==> src/rtl/rbf_pkg.sv <==
package rbf_pkg;
  typedef enum logic {
    PINS_RAW  = 1'b0,
    PINS_FIFO = 1'b1
  } pin_mode_e;
endpackage

==> src/rtl/rbf_sync.sv <==
module rbf_sync #(
  parameter int         W       = 1,
  parameter int         STAGES  = 2,
  parameter logic [W-1:0] RST_VAL = '0
) (
  input  logic         clk,
  input  logic         rst,
  input  logic [W-1:0] d,
  output logic [W-1:0] q
);
  logic [W-1:0] stage [STAGES];

  always_ff @(posedge clk) begin
    if (rst) stage[0] <= RST_VAL;
    else     stage[0] <= d;
  end

  for (genvar i = 1; i < STAGES; i++) begin : g_stage
    always_ff @(posedge clk) begin
      if (rst) stage[i] <= RST_VAL;
      else     stage[i] <= stage[i-1];
    end
  end

  assign q = stage[STAGES-1];
endmodule

==> src/rtl/rbf_store.sv <==
module rbf_store #(
  parameter int DEPTH = 16,
  localparam int AW = (DEPTH > 1) ? $clog2(DEPTH) : 1,
  localparam int CW = $clog2(DEPTH + 1)
) (
  input  logic          clk,
  input  logic          rst,
  input  logic          clr,
  input  logic          wr_en,
  input  logic          wr_bit,
  input  logic          pop_req,
  output logic          head,
  output logic [CW-1:0] count,
  output logic          ovf
);
  logic          mem [DEPTH];
  logic [AW-1:0] wr_ptr, rd_ptr;
  logic [CW-1:0] cnt_q;
  logic          ovf_q;
  logic          is_empty, is_full, do_pop, do_wr, drop;

  assign is_empty = (cnt_q == '0);
  assign is_full  = (cnt_q == CW'(DEPTH));
  assign do_pop   = pop_req && !is_empty;
  assign do_wr    = wr_en && (!is_full || do_pop);
  assign drop     = wr_en && is_full && !do_pop;

  // storage written without reset so it can map to RAM
  always_ff @(posedge clk) begin
    if (do_wr) mem[wr_ptr] <= wr_bit;
  end

  always_ff @(posedge clk) begin
    if (rst || clr) begin
      wr_ptr <= '0;
      rd_ptr <= '0;
      cnt_q  <= '0;
      ovf_q  <= 1'b0;
    end else begin
      if (do_wr)
        wr_ptr <= (wr_ptr == AW'(DEPTH - 1)) ? '0 : wr_ptr + AW'(1);
      if (do_pop)
        rd_ptr <= (rd_ptr == AW'(DEPTH - 1)) ? '0 : rd_ptr + AW'(1);
      cnt_q <= cnt_q + CW'(do_wr) - CW'(do_pop);
      if (drop) ovf_q <= 1'b1;
    end
  end

  assign head  = is_empty ? 1'b0 : mem[rd_ptr];
  assign count = cnt_q;
  assign ovf   = ovf_q;
endmodule

==> src/rtl/rbf_pinmux.sv <==
module rbf_pinmux
  import rbf_pkg::*;
(
  input  pin_mode_e mode,
  input  logic      raw_data,
  input  logic      raw_clk,
  input  logic      irq,
  output logic      a_out,
  output logic      a_oe,
  output logic      b_out
);
  always_comb begin
    unique case (mode)
      PINS_RAW: begin
        a_out = raw_data;
        a_oe  = 1'b1;
        b_out = raw_clk;
      end
      default: begin
        a_out = 1'b0;
        a_oe  = 1'b0;
        b_out = irq;
      end
    endcase
  end
endmodule

==> src/rtl/rx_bit_fifo_top.sv <==
module rx_bit_fifo_top
  import rbf_pkg::*;
#(
  parameter int DEPTH = 16,
  localparam int CW = $clog2(DEPTH + 1)
) (
  input  logic          clk,
  input  logic          rst,
  input  logic          fifo_clr,
  input  logic          fifo_en,
  input  logic [CW-1:0] level,
  input  logic          wr_valid,
  input  logic          wr_bit,
  input  logic          raw_data_in,
  input  logic          raw_clk_in,
  input  logic          sck,
  input  logic          shr_a_in,
  input  logic          spi_rd,
  output logic          shr_a_out,
  output logic          shr_a_oe,
  output logic          shr_b_out,
  output logic          sdo,
  output logic          spi_bit,
  output logic [CW-1:0] stat_count,
  output logic          stat_ovf,
  output logic          stat_irq
);
  logic [1:0]    sync_q;
  logic          sck_s, sel_n_s, sck_d;
  logic          sck_rise, sel_act, ser_pop, cmd_pop;
  logic          head;
  logic [CW-1:0] count;
  logic          ovf, irq;
  logic          sdo_q, spi_bit_q;

  rbf_sync #(.W(2), .STAGES(2), .RST_VAL(2'b10)) u_sync (
    .clk (clk),
    .rst (rst),
    .d   ({shr_a_in, sck}),
    .q   (sync_q)
  );
  assign sck_s   = sync_q[0];
  assign sel_n_s = sync_q[1];

  always_ff @(posedge clk) begin
    if (rst) sck_d <= 1'b0;
    else     sck_d <= sck_s;
  end

  assign sck_rise = sck_s && !sck_d;
  assign sel_act  = fifo_en && !sel_n_s;
  assign ser_pop  = sel_act && sck_rise;
  assign cmd_pop  = fifo_en && spi_rd;

  rbf_store #(.DEPTH(DEPTH)) u_store (
    .clk     (clk),
    .rst     (rst),
    .clr     (fifo_clr),
    .wr_en   (wr_valid),
    .wr_bit  (wr_bit),
    .pop_req (ser_pop || cmd_pop),
    .head    (head),
    .count   (count),
    .ovf     (ovf)
  );

  assign irq = (count != '0) && (count >= level);

  always_ff @(posedge clk) begin
    if (rst) begin
      sdo_q     <= 1'b0;
      spi_bit_q <= 1'b0;
    end else begin
      sdo_q <= sel_act ? head : 1'b0;
      if (cmd_pop) spi_bit_q <= head;
    end
  end

  rbf_pinmux u_pins (
    .mode     (pin_mode_e'(fifo_en)),
    .raw_data (raw_data_in),
    .raw_clk  (raw_clk_in),
    .irq      (irq),
    .a_out    (shr_a_out),
    .a_oe     (shr_a_oe),
    .b_out    (shr_b_out)
  );

  assign sdo        = sdo_q;
  assign spi_bit    = spi_bit_q;
  assign stat_count = count;
  assign stat_ovf   = ovf;
  assign stat_irq   = irq;
endmodule

==> config.mk <==
export PLATFORM = sky130hd
export DESIGN_NAME = rx_bit_fifo_top
export DESIGN_NICKNAME = d
export VERILOG_FILES = /design/src/rtl/rbf_pkg.sv /design/src/rtl/rbf_sync.sv /design/src/rtl/rbf_store.sv /design/src/rtl/rbf_pinmux.sv /design/src/rtl/rx_bit_fifo_top.sv
export SDC_FILE = /design/constraint.sdc
export NUM_CORES = 1
export LEC_CHECK = 0
export BUFFER_PORTS_ARGS = -buffer_cell sky130_fd_sc_hd__buf_4
export CAP_MARGIN = 20
export CELL_PAD_IN_SITES_DETAIL_PLACEMENT = 0
export CELL_PAD_IN_SITES_GLOBAL_PLACEMENT = 1
export CORE_ASPECT_RATIO = 1.25
export CORE_MARGIN = 2
export CORE_UTILIZATION = 48
export CTS_CLUSTER_DIAMETER = 40
export CTS_CLUSTER_SIZE = 40
export DETAILED_ROUTE_END_ITERATION = 12
export GPL_ROUTABILITY_DRIVEN = 0
export PLACE_DENSITY_LB_ADDON = 0.1
export SLEW_MARGIN = 20
export SYNTH_ARGS = -nofsm -noshare
export SYNTH_HDL_FRONTEND = slang
export SYNTH_SLANG_ARGS = --single-unit
export TNS_END_PERCENT = 100
==> constraint.sdc <==
create_clock -name clk -period 4.6 [get_ports clk]
set_input_delay 0.69 -clock clk [delete_from_list [all_inputs] [get_ports clk]]
set_output_delay 0.69 -clock clk [all_outputs]
set_load 0.02 [all_outputs]
==> results of run 1 <==
[cell type report]
cell class              instances  area [um2]
clock buffers                   7        76.3
clock inverters                 1        3.75
fillers                       401        1750
inverters                      16        60.1
multi-input cells             125         958
flip-flops and latches         41         981
well taps                      56        70.1
repair buffers                 27         203
[routing by layer]
metal | track usage | wire length [um]
met2 | 0.301 | 1980
met4 | 0.0733 | 72
met5 | 0 | 0
met1 | 0.213 | 1660
met3 | 0.0440 | 157
[sequential cells by signal, summed over array words and instances (netlist names), named ones only]
register and flops:
u_store.ovf 1, u_store.mem 16, sdo 1, spi_bit 1, sck_d 1, u_sync.stage 4
u_store.rd_ptr 4, u_store.wr_ptr 4, u_store.count 5
[power groups by stage]
stage | clock (mW) | sequential, mW | combinational, mW
after floorplan | 0 | 0.422 | 0.126
after global placement | 0 | 0.415 | 0.188
after detailed placement | 0 | 0.415 | 0.194
after CTS | 0.226 | 0.407 | 0.195
after global routing | 0.244 | 0.410 | 0.216
final | 0.219 | 0.407 | 0.194
[how the worst max path moves through the flow]
stage,start,to,slack [ps],cells past startpoint
4_1_cts,u_store.count[2],u_store.count[4],1580,15
3_5_place_dp,u_store.count[2],u_store.count[4],1590,15
5_1_grt,u_store.count[2],u_store.count[4],1290,15
2_1_floorplan,u_store.count[3],u_store.count[4],1820,15
3_3_place_gp,u_store.count[3],u_store.count[4],1740,15
6_report,u_store.count[2],u_store.count[4],1570,15
[per-stage QoR]
stage,cells,worst slack (ps)
after floorplan,189,1820
after global placement,265,1740
after detailed placement,265,1590
after CTS,273,1580
after global routing,273,1290
final,273,1570
[kinds of logic (layout without fill, tap and decap cells)]
logic type               after synthesis  in the layout  share of synthesized area
AND/OR/NAND/NOR                       61             61                      0.171
flip-flops                            41             41                      0.482
AO/OA/AOI/OAI                         37             37                      0.131
buffers and inverters                 23             51                     0.0479
adder cells (fa/ha/maj)               16             16                      0.102
multiplexers                           7              7                     0.0491
XOR/XNOR                               4              4                     0.0172
[critical path, cell delays in order, from the launching register on]
cell and delay, ps:
dfxtp_1 350, inv_1 100, ha_1 190, or4b_4 490, o211ai_1 300, nor2_1 150
inv_1 100, o21ai_0 100, ha_1 210, inv_1 70, fa_1 200, inv_1 50
a21oi_1 110, nor2_1 60, or3_1 350, a21oi_1 140
[layout by cell type (no fill, tap or decap), drive strengths merged, types with 2 or more instances in the layout]
cell,synthesis,routed
inv,16,16
or3,3,3
nand3,2,2
edfxtp,16,16
dfxtp,25,25
a311oi,2,2
nor3b,2,2
or2,3,3
ha,15,15
nand4,2,2
clkbuf,3,7
and2,2,2
nand2,5,5
a21oi,13,13
nor2,14,14
and3,13,13
a21o,2,2
o21ai,5,5
xor2,3,3
nor2b,8,8
o21a,3,3
o211ai,2,2
buf,4,27
mux4,2,2
mux2i,4,4
a31oi,2,2
==> results.py, run 1 <==
metrics = {
    "floorplan": {
        "die_x_um": 62.3,
        "dieArea_um2": 4780,
        "initial_core_util": 0.497,
        "rows": 26,
        "ioPinCount": 28,
        "core_um2": 4100,
        "die_h_um": 76.8,
    },
    "sta": {
        "fin_crit_ps": 3030,
        "rsz0062_at_grt": "no",
        "post-route-period-util": 0.658,
        "holdWs_ps": 414,
        "finalSetupViolCount": 0,
        "tns_ps": 0,
        "timing.slew.headroom": 0.402,
        "skew_ps": 10.4,
        "worst_slew_pin_slew_ps": 885,
        "final_max_slew_viol_count": 0,
        "hold_violations": 0,
        "max_freq_mhz": 330,
    },
    "critical_path": {
        "critPathLaunchType": "flip-flop",
        "cp.arrival_ps": 3240,
        "cp.required_ps": 4810,
        "r2r_setup_slack_ps": 1570,
        "reg2reg_depth": 15,
        "worstReg2RegEnd": "u_store.count[4]",
        "critPathKind": "reg -> reg",
        "cp_max_fo": 8,
        "r2r_start": "u_store.count[2]",
        "setup.worst_path.end_class": "flip-flop",
    },
    "pwr": {
        "clock_power_share": 0.267,
        "seq_power_share": 0.496,
        "max-vdd-ir-drop_mv": 0.207,
        "p_sw_uw": 235,
        "p_int_uw": 585,
        "share_comb_of_total_power": 0.237,
        "p_sw_frac": 0.287,
        "p_total_uw": 820,
        "leakagePower_nw": 0.972,
        "pwr_density_cell_nw_per_um2": 349,
    },
    "synthesis": {
        "synth_top_cells_by_count": "dfxtp_1, edfxtp_1, inv_1",
        "synth_area_leaders": "dfxtp_1, edfxtp_1, ha_1",
        "synth_top_area_frac": 0.246,
        "synth_cells": 189,
        "yosysUniqueCellTypes": 48,
        "synth.net_count": 221,
        "synth_area_per_cell_um2": 10.8,
        "ys_ff_latch": 41,
        "syn_area_um2": 2040,
        "ys.flop_type": "dfxtp_1",
        "yosysMostFrequentCell": "dfxtp_1",
        "ys_seq_area_frac": 0.482,
        "synth.largest_area_cell": "dfxtp_1",
        "synthArstFlopShare": 0,
        "synth-edff-count": 16,
        "ys.warnings.count": 0,
    },
    "cts": {
        "worstSkewPairLatency_ps": 290,
        "clk_pin_slew_worst_paths_ps": 70,
        "h-tree-depth": 2,
        "clockBufferDepth": 2,
        "cts_hold_buffers": 0,
        "cts_root_buffer": "clkbuf_8",
        "cts_sinks": 41,
        "cts_tree": "yes",
        "numCtsBuffers": 5,
        "cts_resized": 0,
        "cts_setup_buffers": 0,
    },
    "worst_hold_path": {
        "hold_start": "u_sync.stage[0][1]",
        "holdPathEnd": "u_sync.stage[1][1]",
        "hold-path-cell-count": 1,
        "min_path_type": "reg -> reg",
    },
    "route": {
        "routed_wl_mm": 3.87,
        "vias": 1442,
        "drt-pass1-iter-count": 4,
        "drc": 0,
        "drt-wirelength-per-cell_um": 14.2,
        "drt_iter0_markers": 59,
        "ant_nets": 0,
        "via_per_inst": 5.28,
    },
    "global_route": {
        "grt_pass1_wl_mm": 6.58,
        "grt_usage": 0.177,
        "grt_max_degree": 20,
        "grt.overflow.total": 0,
        "grt_antenna_before_repair": 0,
        "grt_pass1_vias": 1389,
    },
    "placed_design": {
        "io_buffers": 27,
        "dpl_cell_area_um2": 2270,
        "post-dp-hpwl_mm": 2.96,
    },
    "layout": {
        "fin_nets": 248,
        "fin_area_um2": 2350,
        "area_growth_pct": 15.5,
        "drive_above_1_share": 0.198,
        "diodes": 0,
        "final_core_util": 0.574,
    },
    "status": {
        "status": "finished clean",
    },
    "job": {
        "cap_viol_max_count": 0,
    },
}
(Power assumes the default switching activity.)
==> inputs of run 2 (changes only) <==
Settings changed: CORE_UTILIZATION 48 to 44.
Clock period 4.6 ns to 3.02 ns, I/O delays scaled along.
==> run 2 against run 1 <==
Total power increased by 54%. Via count increased by 1.0%. Sequential cell count unchanged. Worst hold slack got worse by 60 ps. Non-clock buffer count increased by 3. Critical path type unchanged.
==> results.py, run 2 (same netlist as run 1, synthesis figures left out) <==
metrics = {
    "status": {
        "status": "finished clean",
    },
    "layout": {
        "final_core_util": 0.537,
        "drive_above_1_share": 0.209,
        "area_growth_pct": 16.7,
        "fin_cells": 278,
        "fin_nets": 251,
        "regMostFlops": "u_store.mem",
        "final_common_cell": "buf_4",
        "largest_register_ffs": 16,
        "mostFrequentLayoutCells": "buf_4, dfxtp_1, inv_1, edfxtp_1, ha_1",
        "diodes": 0,
    },
    "floorplan": {
        "die_x_um": 64.9,
        "die_h_um": 80.1,
        "core_um2": 4430,
        "dieArea_um2": 5190,
        "rows": 27,
        "ioPinCount": 28,
        "initial_core_util": 0.460,
    },
    "global_route": {
        "grt.overflow.total": 0,
        "gr-usage-met1": 0.212,
        "grt_max_degree": 19,
        "grt_pass1_wl_mm": 6.48,
        "busiest_layer": "met2",
        "grt_antenna_before_repair": 0,
        "global_route.usage.met2": 0.264,
        "grt_use_met3": 0.0364,
        "grt_pass1_vias": 1380,
        "grt_usage": 0.164,
    },
    "placed_design": {
        "dpl.cell_count": 270,
        "post-dp-hpwl_mm": 2.92,
        "io_buffers": 27,
    },
    "pwr": {
        "p_sw_frac": 0.283,
        "p_int_uw": 905,
        "p_sw_uw": 358,
        "max-vdd-ir-drop_mv": 0.306,
        "clock_power_share": 0.265,
        "share_comb_of_total_power": 0.244,
        "pwr_density_cell_nw_per_um2": 531,
        "seq_power_share": 0.491,
        "leakagePower_nw": 0.986,
    },
    "sta": {
        "hold_violations": 0,
        "tns_ps": 0,
        "final_max_slew_viol_count": 0,
        "max_freq_mhz": 363,
        "timing.slew.headroom": 0.717,
        "holdWs_ps": 353,
        "finalSetupViolCount": 0,
        "skew_ps": 3.65,
        "rsz0062_at_grt": "no",
        "fin_crit_ps": 2760,
        "post-route-period-util": 0.913,
        "worst_slew_pin_slew_ps": 424,
    },
    "cts": {
        "cts_setup_buffers": 0,
        "numCtsBuffers": 5,
        "cts_tree": "yes",
        "clk_pin_slew_worst_paths_ps": 70,
        "cts_hold_buffers": 0,
        "cts_resized": 0,
        "worstSkewPairLatency_ps": 280,
        "cts_root_buffer": "clkbuf_8",
        "h-tree-depth": 2,
        "cts_sinks": 41,
        "clockBufferDepth": 2,
    },
    "critical_path": {
        "critPathKind": "reg -> reg",
        "slowest_delay_ps": 480,
        "crit_family": "simple AND/OR/NAND/NOR gates",
        "cp.required_ps": 3240,
        "setup.worst_path.end_class": "flip-flop",
        "cp_num_buf_inv": 4,
        "path_cells": "inv_1, ha_1, or4b_4, o211ai_1, nor2_1, inv_1, o21ai_0, ha_1, inv_1, fa_1, inv_1, a21oi_1, nor2_1, or3_1, a21oi_1",
        "critPathLaunchType": "flip-flop",
        "cp.arrival_ps": 2980,
        "cp_max_fo": 4,
        "crit_slowest_cell": "or4b_4",
        "cp_common_cell": "inv_1",
    },
    "route": {
        "vias": 1457,
        "drt-wirelength-per-cell_um": 13.6,
        "drt-pass1-iter-count": 4,
        "routed_wl_mm": 3.79,
        "drt_iter0_markers": 48,
        "ant_nets": 0,
        "drc": 0,
        "via_per_inst": 5.24,
    },
    "job": {
        "cap_viol_max_count": 0,
    },
    "worst_hold_path": {
        "min_path_type": "in -> reg",
    },
}
run 2: cell types whose count changed in the layout (fill, tap and decap cells not counted), sizes merged:
cell	previous run	this run
buf	27	30
run 2: power groups by stage:
stage          Clock, mW  Combinational, mW  Sequential (mW)
5_1_grt            0.365              0.345            0.624
3_5_place_dp           0              0.309            0.633
6_report           0.335              0.308            0.620
4_1_cts            0.344              0.310            0.620
2_1_floorplan          0              0.191            0.643
3_3_place_gp           0              0.306            0.631
run 2: worst reg2reg max path, cell delays in order, from the launching register on:
cell	delay [ps]
dfxtp_1	350
inv_1	90
ha_1	170
or4b_4	480
o211ai_1	150
nor2_1	110
inv_1	80
o21ai_0	100
ha_1	210
inv_1	70
fa_1	190
inv_1	50
a21oi_1	110
nor2_1	70
or3_1	340
a21oi_1	140
run 2: layout make-up:
class / count / area, um2
flip-flops and latches: 41 / 981
clock buffers: 7 / 76.3
repair buffers: 30 / 225
multi-input cells: 125 / 958
well taps: 58 / 72.6
clock inverters: 1 / 3.75
fillers: 397 / 2050
inverters: 16 / 60.1
run 2: stage by stage:
stage,instance area (um2),worst slack [ps],power [mW]
final,2380,261,1.26
after floorplan,2040,237,0.835
after detailed placement,2300,270,0.942
after CTS,2380,239,1.27
after global routing,2380,19.3,1.33
after global placement,2300,388,0.937
run 2: layer usage:
| metal | wire length [um] | up-vias | share of wire |
|---|---|---|---|
| met5 | 0 | - | 0 |
| li1 | - | 742 | - |
| met2 | 1900 | 23 | 0.50 |
| met3 | 134 | 2 | 0.035 |
| met4 | 25 | 0 | 0.0066 |
| met1 | 1740 | 690 | 0.46 |
run 2: final timing paths:
kind / to / slack, ps / depth (start not counted) / from
min: u_sync.stage[0][1] / 350 / 2 / shr_a_in
max reg2reg: u_store.count[4] / 260 / 15 / u_store.count[3]
min reg2reg: u_sync.stage[1][1] / 430 / 1 / u_sync.stage[0][1]
max: u_store.count[4] / 260 / 15 / u_store.count[3]
